### src/rtl/fdt_pkg.sv
package fdt_pkg;

    typedef enum logic {
        ST_STOP = 1'b0,
        ST_RUN  = 1'b1
    } fdt_state_t;

    // number of compare channels and their indices
    localparam int NCMP  = 3;
    localparam int CMP_A = 0;
    localparam int CMP_B = 1;
    localparam int CMP_C = 2;

    // event / status bit positions
    localparam int NEVT    = NCMP + 1;
    localparam int EV_TRIG = 0;

    // register word addresses
    localparam int RA_CTRL   = 0;
    localparam int RA_CMP0   = 1;
    localparam int RA_IEN    = 4;
    localparam int RA_STATUS = 5;
    localparam int RA_COUNT  = 6;

endpackage

### src/rtl/fdt_trig_sync.sv
module fdt_trig_sync #(
    parameter int STAGES = 2
) (
    input  logic clk,
    input  logic rst_n,
    input  logic async_in,
    output logic fall_pulse
);
    logic [STAGES-1:0] sync_q;
    logic              prev_q;

    always_ff @(posedge clk or negedge rst_n) begin
        if (!rst_n) begin
            sync_q <= '1;
            prev_q <= 1'b1;
        end else begin
            sync_q <= {sync_q[STAGES-2:0], async_in};
            prev_q <= sync_q[STAGES-1];
        end
    end

    assign fall_pulse = prev_q & ~sync_q[STAGES-1];

    // an edge yields a one-cycle pulse
    a_r3_single_pulse: assert property (@(posedge clk) disable iff (!rst_n)
        fall_pulse |=> !fall_pulse);

endmodule

### src/rtl/fdt_counter.sv
module fdt_counter
    import fdt_pkg::*;
#(
    parameter int CNT_W = 16
) (
    input  logic                       clk,
    input  logic                       rst_n,
    input  logic                       run_en,
    input  logic                       tick,
    input  logic                       trig_fall,
    input  logic [NCMP-1:0][CNT_W-1:0] cmp_vals,
    output logic [CNT_W-1:0]           count,
    output logic                       tx_frame,
    output logic [NEVT-1:0]            events
);
    fdt_state_t       state_q, state_d;
    logic [CNT_W-1:0] count_q, count_nx;
    logic             tx_q;
    logic             trig_ev, step;
    logic [NCMP-1:0]  cmp_hit;

    assign trig_ev  = trig_fall & run_en;
    assign step     = run_en & tick & (state_q == ST_RUN) & ~trig_ev;
    assign count_nx = count_q + {{(CNT_W-1){1'b0}}, 1'b1};

    for (genvar g = 0; g < NCMP; g++) begin : g_cmp
        assign cmp_hit[g] = step & (count_nx == cmp_vals[g]);
    end

    // next-state logic
    always_comb begin
        state_d = state_q;
        unique case (state_q)
            ST_STOP: if (trig_ev) state_d = ST_RUN;
            ST_RUN: begin
                if (trig_ev)             state_d = ST_RUN;
                else if (cmp_hit[CMP_C]) state_d = ST_STOP;
            end
            default: state_d = ST_STOP;
        endcase
    end

    // state register
    always_ff @(posedge clk or negedge rst_n) begin
        if (!rst_n) state_q <= ST_STOP;
        else        state_q <= state_d;
    end

    // count and transmit-frame level
    always_ff @(posedge clk or negedge rst_n) begin
        if (!rst_n) begin
            count_q <= '0;
            tx_q    <= 1'b0;
        end else if (trig_ev) begin
            count_q <= '0;
            tx_q    <= 1'b0;
        end else begin
            if (step) count_q <= count_nx;
            if (cmp_hit[CMP_C])      tx_q <= 1'b0;
            else if (cmp_hit[CMP_A]) tx_q <= 1'b1;
        end
    end

    assign count    = count_q;
    assign tx_frame = tx_q;
    assign events   = {cmp_hit, trig_ev};

    // accepted trigger zeroes the count and starts a run
    a_r3_trig_restart: assert property (@(posedge clk) disable iff (!rst_n)
        trig_ev |=> (count_q == '0) && (state_q == ST_RUN));
    // trigger drops the transmit level
    a_r5_trig_clears_tx: assert property (@(posedge clk) disable iff (!rst_n)
        trig_ev |=> !tx_q);
    // the level only rises at compare A
    a_r4_rise_at_a: assert property (@(posedge clk) disable iff (!rst_n)
        $rose(tx_q) |-> (count_q == cmp_vals[CMP_A]));
    // halted counter holds without a trigger
    a_r6_stop_hold: assert property (@(posedge clk) disable iff (!rst_n)
        (state_q == ST_STOP && !trig_ev) |=> $stable(count_q));
    // disabled counter holds
    a_r9_disabled_hold: assert property (@(posedge clk) disable iff (!rst_n)
        !run_en |=> $stable(count_q));
    // one step per tick while running
    a_r2_step: assert property (@(posedge clk) disable iff (!rst_n)
        (state_q == ST_RUN && run_en && tick && !trig_fall)
        |=> count_q == $past(count_q) + {{(CNT_W-1){1'b0}}, 1'b1});

endmodule

### src/rtl/fdt_regs.sv
module fdt_regs
    import fdt_pkg::*;
#(
    parameter int               CNT_W   = 16,
    parameter int               ADDR_W  = 3,
    parameter logic [CNT_W-1:0] A_RESET = '0,
    parameter logic [CNT_W-1:0] B_RESET = 16'd256,
    parameter logic [CNT_W-1:0] C_RESET = '1
) (
    input  logic                       clk,
    input  logic                       rst_n,
    input  logic                       reg_wr,
    input  logic                       reg_rd,
    input  logic [ADDR_W-1:0]          reg_addr,
    input  logic [CNT_W-1:0]           reg_wdata,
    input  logic [NEVT-1:0]            events,
    input  logic [CNT_W-1:0]           count,
    output logic [CNT_W-1:0]           reg_rdata,
    output logic                       run_en,
    output logic [NCMP-1:0][CNT_W-1:0] cmp_vals,
    output logic                       irq
);
    localparam logic [NCMP-1:0][CNT_W-1:0] CMP_RESET = {C_RESET, B_RESET, A_RESET};

    logic                       en_q;
    logic [NEVT-1:0]            ien_q, status_q;
    logic [NCMP-1:0][CNT_W-1:0] cmp_q;
    logic                       rd_status;
    logic                       unused_wbits;

    assign unused_wbits = ^reg_wdata[CNT_W-1:NEVT];
    assign rd_status    = reg_rd && (reg_addr == ADDR_W'(RA_STATUS));

    always_ff @(posedge clk or negedge rst_n) begin
        if (!rst_n) begin
            en_q  <= 1'b0;
            ien_q <= '0;
        end else if (reg_wr) begin
            if (reg_addr == ADDR_W'(RA_CTRL)) en_q  <= reg_wdata[0];
            if (reg_addr == ADDR_W'(RA_IEN))  ien_q <= reg_wdata[NEVT-1:0];
        end
    end

    for (genvar g = 0; g < NCMP; g++) begin : g_cmpreg
        always_ff @(posedge clk or negedge rst_n) begin
            if (!rst_n)
                cmp_q[g] <= CMP_RESET[g];
            else if (reg_wr && reg_addr == ADDR_W'(RA_CMP0 + g))
                cmp_q[g] <= reg_wdata;
        end
    end

    always_ff @(posedge clk or negedge rst_n) begin
        if (!rst_n) status_q <= '0;
        else        status_q <= (rd_status ? '0 : status_q) | events;
    end

    always_comb begin
        reg_rdata = '0;
        case (reg_addr)
            ADDR_W'(RA_CTRL):   reg_rdata[0] = en_q;
            ADDR_W'(RA_IEN):    reg_rdata[NEVT-1:0] = ien_q;
            ADDR_W'(RA_STATUS): reg_rdata[NEVT-1:0] = status_q;
            ADDR_W'(RA_COUNT):  reg_rdata = count;
            default: begin
                for (int i = 0; i < NCMP; i++)
                    if (reg_addr == ADDR_W'(RA_CMP0 + i)) reg_rdata = cmp_q[i];
            end
        endcase
    end

    assign run_en   = en_q;
    assign cmp_vals = cmp_q;
    assign irq      = |(status_q & ien_q);

    // a read with no new event leaves status empty
    a_r7_read_clears: assert property (@(posedge clk) disable iff (!rst_n)
        (rd_status && events == '0) |=> status_q == '0);
    // without a read no flag is lost
    a_r7_sticky: assert property (@(posedge clk) disable iff (!rst_n)
        !rd_status |=> ((status_q & $past(status_q)) == $past(status_q)));

endmodule

### src/rtl/frame_delay_timer.sv
module frame_delay_timer
    import fdt_pkg::*;
#(
    parameter int CNT_W       = 16,
    parameter int ADDR_W      = 3,
    parameter int SYNC_STAGES = 2
) (
    input  logic              clk,
    input  logic              rst_n,
    input  logic              carrier_tick,
    input  logic              rx_data_in,
    input  logic              reg_wr,
    input  logic              reg_rd,
    input  logic [ADDR_W-1:0] reg_addr,
    input  logic [CNT_W-1:0]  reg_wdata,
    output logic [CNT_W-1:0]  reg_rdata,
    output logic              tx_frame,
    output logic              irq
);
    logic                       trig_fall;
    logic                       run_en;
    logic [NCMP-1:0][CNT_W-1:0] cmp_vals;
    logic [CNT_W-1:0]           count;
    logic [NEVT-1:0]            events;

    fdt_trig_sync #(.STAGES(SYNC_STAGES)) u_sync (
        .clk        (clk),
        .rst_n      (rst_n),
        .async_in   (rx_data_in),
        .fall_pulse (trig_fall)
    );

    fdt_counter #(.CNT_W(CNT_W)) u_cnt (
        .clk       (clk),
        .rst_n     (rst_n),
        .run_en    (run_en),
        .tick      (carrier_tick),
        .trig_fall (trig_fall),
        .cmp_vals  (cmp_vals),
        .count     (count),
        .tx_frame  (tx_frame),
        .events    (events)
    );

    fdt_regs #(.CNT_W(CNT_W), .ADDR_W(ADDR_W)) u_regs (
        .clk       (clk),
        .rst_n     (rst_n),
        .reg_wr    (reg_wr),
        .reg_rd    (reg_rd),
        .reg_addr  (reg_addr),
        .reg_wdata (reg_wdata),
        .events    (events),
        .count     (count),
        .reg_rdata (reg_rdata),
        .run_en    (run_en),
        .cmp_vals  (cmp_vals),
        .irq       (irq)
    );

endmodule

### config.mk
export PLATFORM = sky130hd
export DESIGN_NAME = frame_delay_timer
export DESIGN_NICKNAME = d
export VERILOG_FILES = /design/src/rtl/fdt_pkg.sv /design/src/rtl/fdt_trig_sync.sv /design/src/rtl/fdt_counter.sv /design/src/rtl/fdt_regs.sv /design/src/rtl/frame_delay_timer.sv
export SDC_FILE = /design/constraint.sdc
export NUM_CORES = 1
export LEC_CHECK = 0
export BUFFER_PORTS_ARGS = -buffer_cell sky130_fd_sc_hd__buf_4
export CORE_ASPECT_RATIO = 0.8
export CORE_MARGIN = 2
export CORE_UTILIZATION = 60
export CTS_CLUSTER_DIAMETER = 100
export CTS_CLUSTER_SIZE = 10
export DETAILED_ROUTE_END_ITERATION = 7
export PLACE_DENSITY = 0.81
export SYNTH_ARGS = -nofsm -noshare
export SYNTH_HDL_FRONTEND = slang
export SYNTH_SLANG_ARGS = --single-unit
### constraint.sdc
create_clock -name clk -period 4.6 [get_ports clk]
set_clock_uncertainty 0.05 [all_clocks]
set_input_delay 1.38 -clock clk [delete_from_list [all_inputs] [get_ports clk]]
set_output_delay 1.38 -clock clk [all_outputs]
set_load 0.02 [all_outputs]
After elaboration in Yosys (flattened, before gate mapping)
Cells that the tools add are included.

word-level totals
  memory bits (writable) = 0
  memories kept = 0
  bits in registers = 78
  memory bits (read-only) = 0
  logic and storage cells = 61
  output and inout bits = 18
  bits in latches = 0

cells by class
  $add $sub $neg = 1
  mux-type cells = 16
  magnitude comparators = 0
  shifts and indexed selects = 0
  bitwise logic cells = 13
  div/mod/pow operators = 0
  multipliers = 0
  reduce and logical (&&, ||, !) cells = 11
  equal/unequal tests = 9

operators with widths
  cell                                                             number
  16-bit two-way mux                                               5
  16-bit == test                                                   3
  12-bit case mux with 2 select lines                              1
  16-bit by 1-bit adder with 16-bit output, second input constant  1
  3-bit case mux with 4 select lines                               1
  3-bit == test, second input constant                             3
  1-bit bitwise AND                                                8
  3-bit by 2-bit == test with 1-bit output, second input constant  2
  1-bit two-way mux                                                6
  4-bit bitwise AND                                                1
  1-bit logical AND                                                4
  4-bit two-way mux                                                1
  4-bit bitwise OR                                                 1
  1-bit case mux with 4 select lines                               1
  2-bit AND reduction                                              2
  4-bit OR reduction                                               1
  3-bit by 1-bit == test with 1-bit output, second input constant  1
  3-bit logical NOT                                                1
  1-bit NOT                                                        3
  3-bit nonzero test                                               1
  3-bit OR reduction                                               1
  1-bit case mux with 2 select lines                               1
  2-bit nonzero test                                               1

Logic depth before layout (Yosys ltp)
  depth after elaboration = 9
  mapped depth = 10
  mapped depth without buffers = 8

Hierarchy
A second synthesis with hierarchy kept.

unflattened totals
  cells, all modules = 487
  area, all modules = 5096.1 µm²

by module, submodules not included
  module         cells an instance  area each (µm²)  instances
  fdt_regs       216                2844.0           1
  fdt_counter    267                2159.6           1
  fdt_trig_sync  4                  92.6             1

Worst setup path before layout
Ideal clock, no wire load.

  kind = input to output
  start = in reg_addr[0]
  end = out reg_rdata[1]
  data arrival time = 2.870 ns
  required time = 3.170 ns
  slack = 0.300 ns
  buffers on the path = 2
  stages on the path = 5
  cell sequence = clkbuf_1 clkbuf_1 mux2_2 a221oi_1 a21oi_1

on the way
  cells in the longest elaborated chain, start to end = 5

RTL lines
  item                                      RTL line                 text
  start: declaration                        frame_delay_timer.sv:14  input logic [ADDR_W-1:0] reg_addr,
  3-bit by 1-bit == test with 1-bit output  fdt_regs.sv:67           if (reg_addr == ADDR_W'(RA_CMP0 + i)) reg_rdata = cmp_q[i];
  16-bit two-way mux (3 in series)          fdt_regs.sv:67
  3-bit case mux with 4 select lines (*)    fdt_regs.sv:60           case (reg_addr)
  end: declaration                          frame_delay_timer.sv:16  output logic [CNT_W-1:0] reg_rdata,

Every way passes the cells marked *; elsewhere a longest branch is shown, timed or not.

Final worst setup path
  start = in reg_addr[0]
  end = out reg_rdata[0]

on the way
  cells in the longest elaborated chain, start to end = 5

RTL lines
  item                                      RTL line
  3-bit by 1-bit == test with 1-bit output  fdt_regs.sv:67
  16-bit two-way mux (3 in series)          fdt_regs.sv:67
  1-bit case mux with 4 select lines (*)    fdt_regs.sv:60

Marks and branches as above.

==> impl_metrics.toml <==
[clock_tree]
cts.sinks = 78
clkLatencyLatePin_ns = 0.38
cts_tree = "built"
clk_pin_slew_worst_paths_ns = 0.07
cts_max_path_buffers = 2
clock-root-buffer = "clkbuf_8"
cts_buffers = 9
cts-hold-fix-buffers = 0
h-tree-depth = 3
ctsResizeCount = 0
postCtsSetupRepairBufs = 0

[sta]
hold_viol_final = 0
holdWs_ns = 0.3081
maxClockFrequency_mhz = 238.6
slew_viol_final = 0
setup-tns-final_ns = 0
finalCritPeriodShare = 0.9113
grt_setup_unrepaired = "no"
setup_viol = 0
final.min_clock_period_ns = 4.192
tightest_slew_ns = 1.076
relSlewSlack = 0.2803

[final_layout]
layout-drive-gt1-share = 0.3131
stdcell_area_um2 = 5489
antenna_cells = 0
final_nets = 532
area_growth_pct = 10.28
fin_cells = 619

[power]
power_density_nw_per_um2 = 372.6
max-vdd-ir-drop_mv = 0.2556
p_int_mw = 1.373
swShare = 0.3287
leakagePower_nw = 2.268
combPwrFrac = 0.262
p_clk_frac = 0.255
seq_power_share = 0.483
finalPower_mw = 2.045
switching_power_mw = 0.6721

[grt]
grt_overflow_total = 0
globalRouteMet3Util = 0.05914
antenna_found_initial = 0
grt_start_max_net_pins = 79
use_met2 = 0.4645
grt_pass1_vias = 3764
grt_pass1_wl_um = 20680
grtUsageTotal = 0.3027
grt.met1_usage = 0.4318
top_usage_layer = "met2"

[logic_synthesis]
yosysSeqAreaShare = 0.3972
syn-instance-count = 479
synth_edf_count = 0
synth_area_leaders = "dfrtp_1 29%, mux2_2 13%, dfstp_2 11%, xnor2_1 4.6%, o21ai_0 3.9%"
syn_area_um2 = 4977
synth_top_area_frac = 0.2916
yosysTopAreaCell = "dfrtp_1"
syn_nets = 505
yosys_warnings = 0
async_flop_share = 1.000
yosys_register_bits = 78
synth-main-ff-cell = "dfrtp_1"
syn_avg_cell_area_um2 = 10.39
ys_types = 64

[min_path]
min_path_type = "flip-flop to flip-flop"

[floorplan]
row_count = 29
die_area_um2 = 9045
io_pins = 43
core_um2 = 7983
initial_core_util = 0.6235
die_x_um = 105.8
die_y_um = 85.47

[setup_path]
startpoint = "reg_addr[0]"
rr_startpoint = "u_cnt.count[0]"
cp_max_fo = 28
crit_type = "input port to output pin"
reg2reg_depth = 8
end_kind = "output pin"
cp-endpoint = "reg_rdata[0]"
setup.worst_path.start_class = "input port"
r2r-end = "u_cnt.tx_frame"
cp_data_arrival_time_ns = 2.76
ff2ff_setup_slack_ns = 1.29
required_ns = 3.17

[drt]
drtPass1Iterations = 5
drt_iter0_drc = 268
routed_via_density = 6.288
drc = 0
antenna_left = 0
drt-wirelength-per-cell_um = 20.49
num_vias = 3892
wl_um = 12680

[placed_design]
dp.cells = 603
hpwl_um = 9088
gp_congestion = 0.9120
io_buffers = 42
dpl_cell_area_um2 = 5295

[flow_run]
maxCapViolations = 0

[run_status]
outcome = "complete, no violations"
## layout make-up
type                    instances  area, µm²
flip-flops and latches         78       1977
clock inverters                 3      45.04
multi-input cells             366       2800
well taps                     108      135.1
fillers                       639       2494
repair buffers                 51      382.9
clock buffers                  13      148.9
## metrics by stage
stage          utilization  setup slack (ns)
2_1_floorplan            -            0.3003
3_3_place_gp        0.6633            0.4688
3_5_place_dp        0.6633            0.4279
4_1_cts             0.6876            0.4267
5_1_grt             0.6876            0.2847
6_report            0.6876            0.4080
## power groups by stage
stage               Clock, mW  Sequential [mW]  Combinational [mW]
CTS                     0.531            0.983               0.537
global route            0.557             1.00               0.585
floorplan                   0            0.929               0.412
global placement            0            0.988               0.518
detailed placement          0            0.994               0.533
finish                  0.521            0.988               0.536
## per-layer routing
metal  wire (µm)  part of all wire
met3         795             0.063
met2        5879              0.46
met1        5750              0.45
met4         258             0.020
met5           0                 0
## synthesized netlist by cell type, types with 5 or more instances
library cell	count
dfrtp_1	58
nor2b_1	7
nand4_1	5
nand2_1	37
mux2_2	57
xnor2_1	26
clkbuf_1	18
nand2b_1	7
xor2_1	21
nand3_1	9
a22o_1	13
o21ai_0	39
nor4_1	5
a21oi_1	12
buf_6	6
mux2i_1	17
nor2_1	29
dfstp_2	20
buf_4	5
nor3_1	8
o31ai_1	5
## kinds of logic (layout without fill, tap and decap cells)
| group | after synthesis | after routing | synth area share |
|---|---|---|---|
| adder cells (fa/ha/maj) | 1 | 1 | 0.002513 |
| buffers and inverters | 35 | 67 | 0.04022 |
| flip-flops | 78 | 78 | 0.3972 |
| AND/OR/NAND/NOR | 135 | 135 | 0.1556 |
| multiplexers | 74 | 74 | 0.1631 |
| AO/OA/AOI/OAI | 104 | 104 | 0.1388 |
| XOR/XNOR | 52 | 52 | 0.1026 |
## state kept, by name, summed over array words and instances (netlist names)
name,cells
u_cnt.state_q,1
u_sync.sync_q,2
u_regs.run_en,1
u_regs.ien_q,4
u_cnt.tx_frame,1
u_regs.status_q,4
u_sync.prev_q,1
u_cnt.count,16
u_regs.cmp_vals,48
## worst min-delay path by stage
stage | startpoint | endpoint | slack (ns) | cells past startpoint
after floorplan | u_sync.sync_q[0] | u_sync.sync_q[1] | 0.30 | 0
after global placement | u_sync.sync_q[0] | u_sync.sync_q[1] | 0.30 | 0
after detailed placement | u_sync.sync_q[0] | u_sync.sync_q[1] | 0.30 | 0
after CTS | u_sync.sync_q[0] | u_sync.sync_q[1] | 0.31 | 0
after global routing | u_sync.sync_q[0] | u_sync.sync_q[1] | 0.32 | 0
final | u_sync.sync_q[0] | u_sync.sync_q[1] | 0.31 | 0
## placed cells by master, fill, tap and decap left out, types with 3 or more instances in the layout
master	n
xnor2_1	26
mux2_2	57
nand2_1	37
nand4_2	3
xor2_2	3
nand4_1	5
and4_1	3
nand2b_1	7
a311oi_1	3
nand3_1	9
a211oi_1	4
clkbuf_8	10
nor4_1	5
a31oi_1	4
xor2_1	21
clkbuf_1	3
a21oi_1	12
a21o_1	4
a22o_1	13
o21ai_0	39
a221oi_1	3
o31ai_1	5
buf_4	51
and2_1	4
dfstp_2	20
mux2i_1	17
nor2b_1	7
a22oi_1	3
nor3_1	8
nor2_1	29
dfrtp_1	58
## worst max-delay path, cell delays in order
cell     delay (ns)
buf_4          0.36
mux2_2         0.39
a22oi_1        0.14
nor2_1         0.06
a31oi_1        0.15
o21ai_0        0.10
buf_4          0.17
Note: power is estimated with default switching activity, not from simulation.
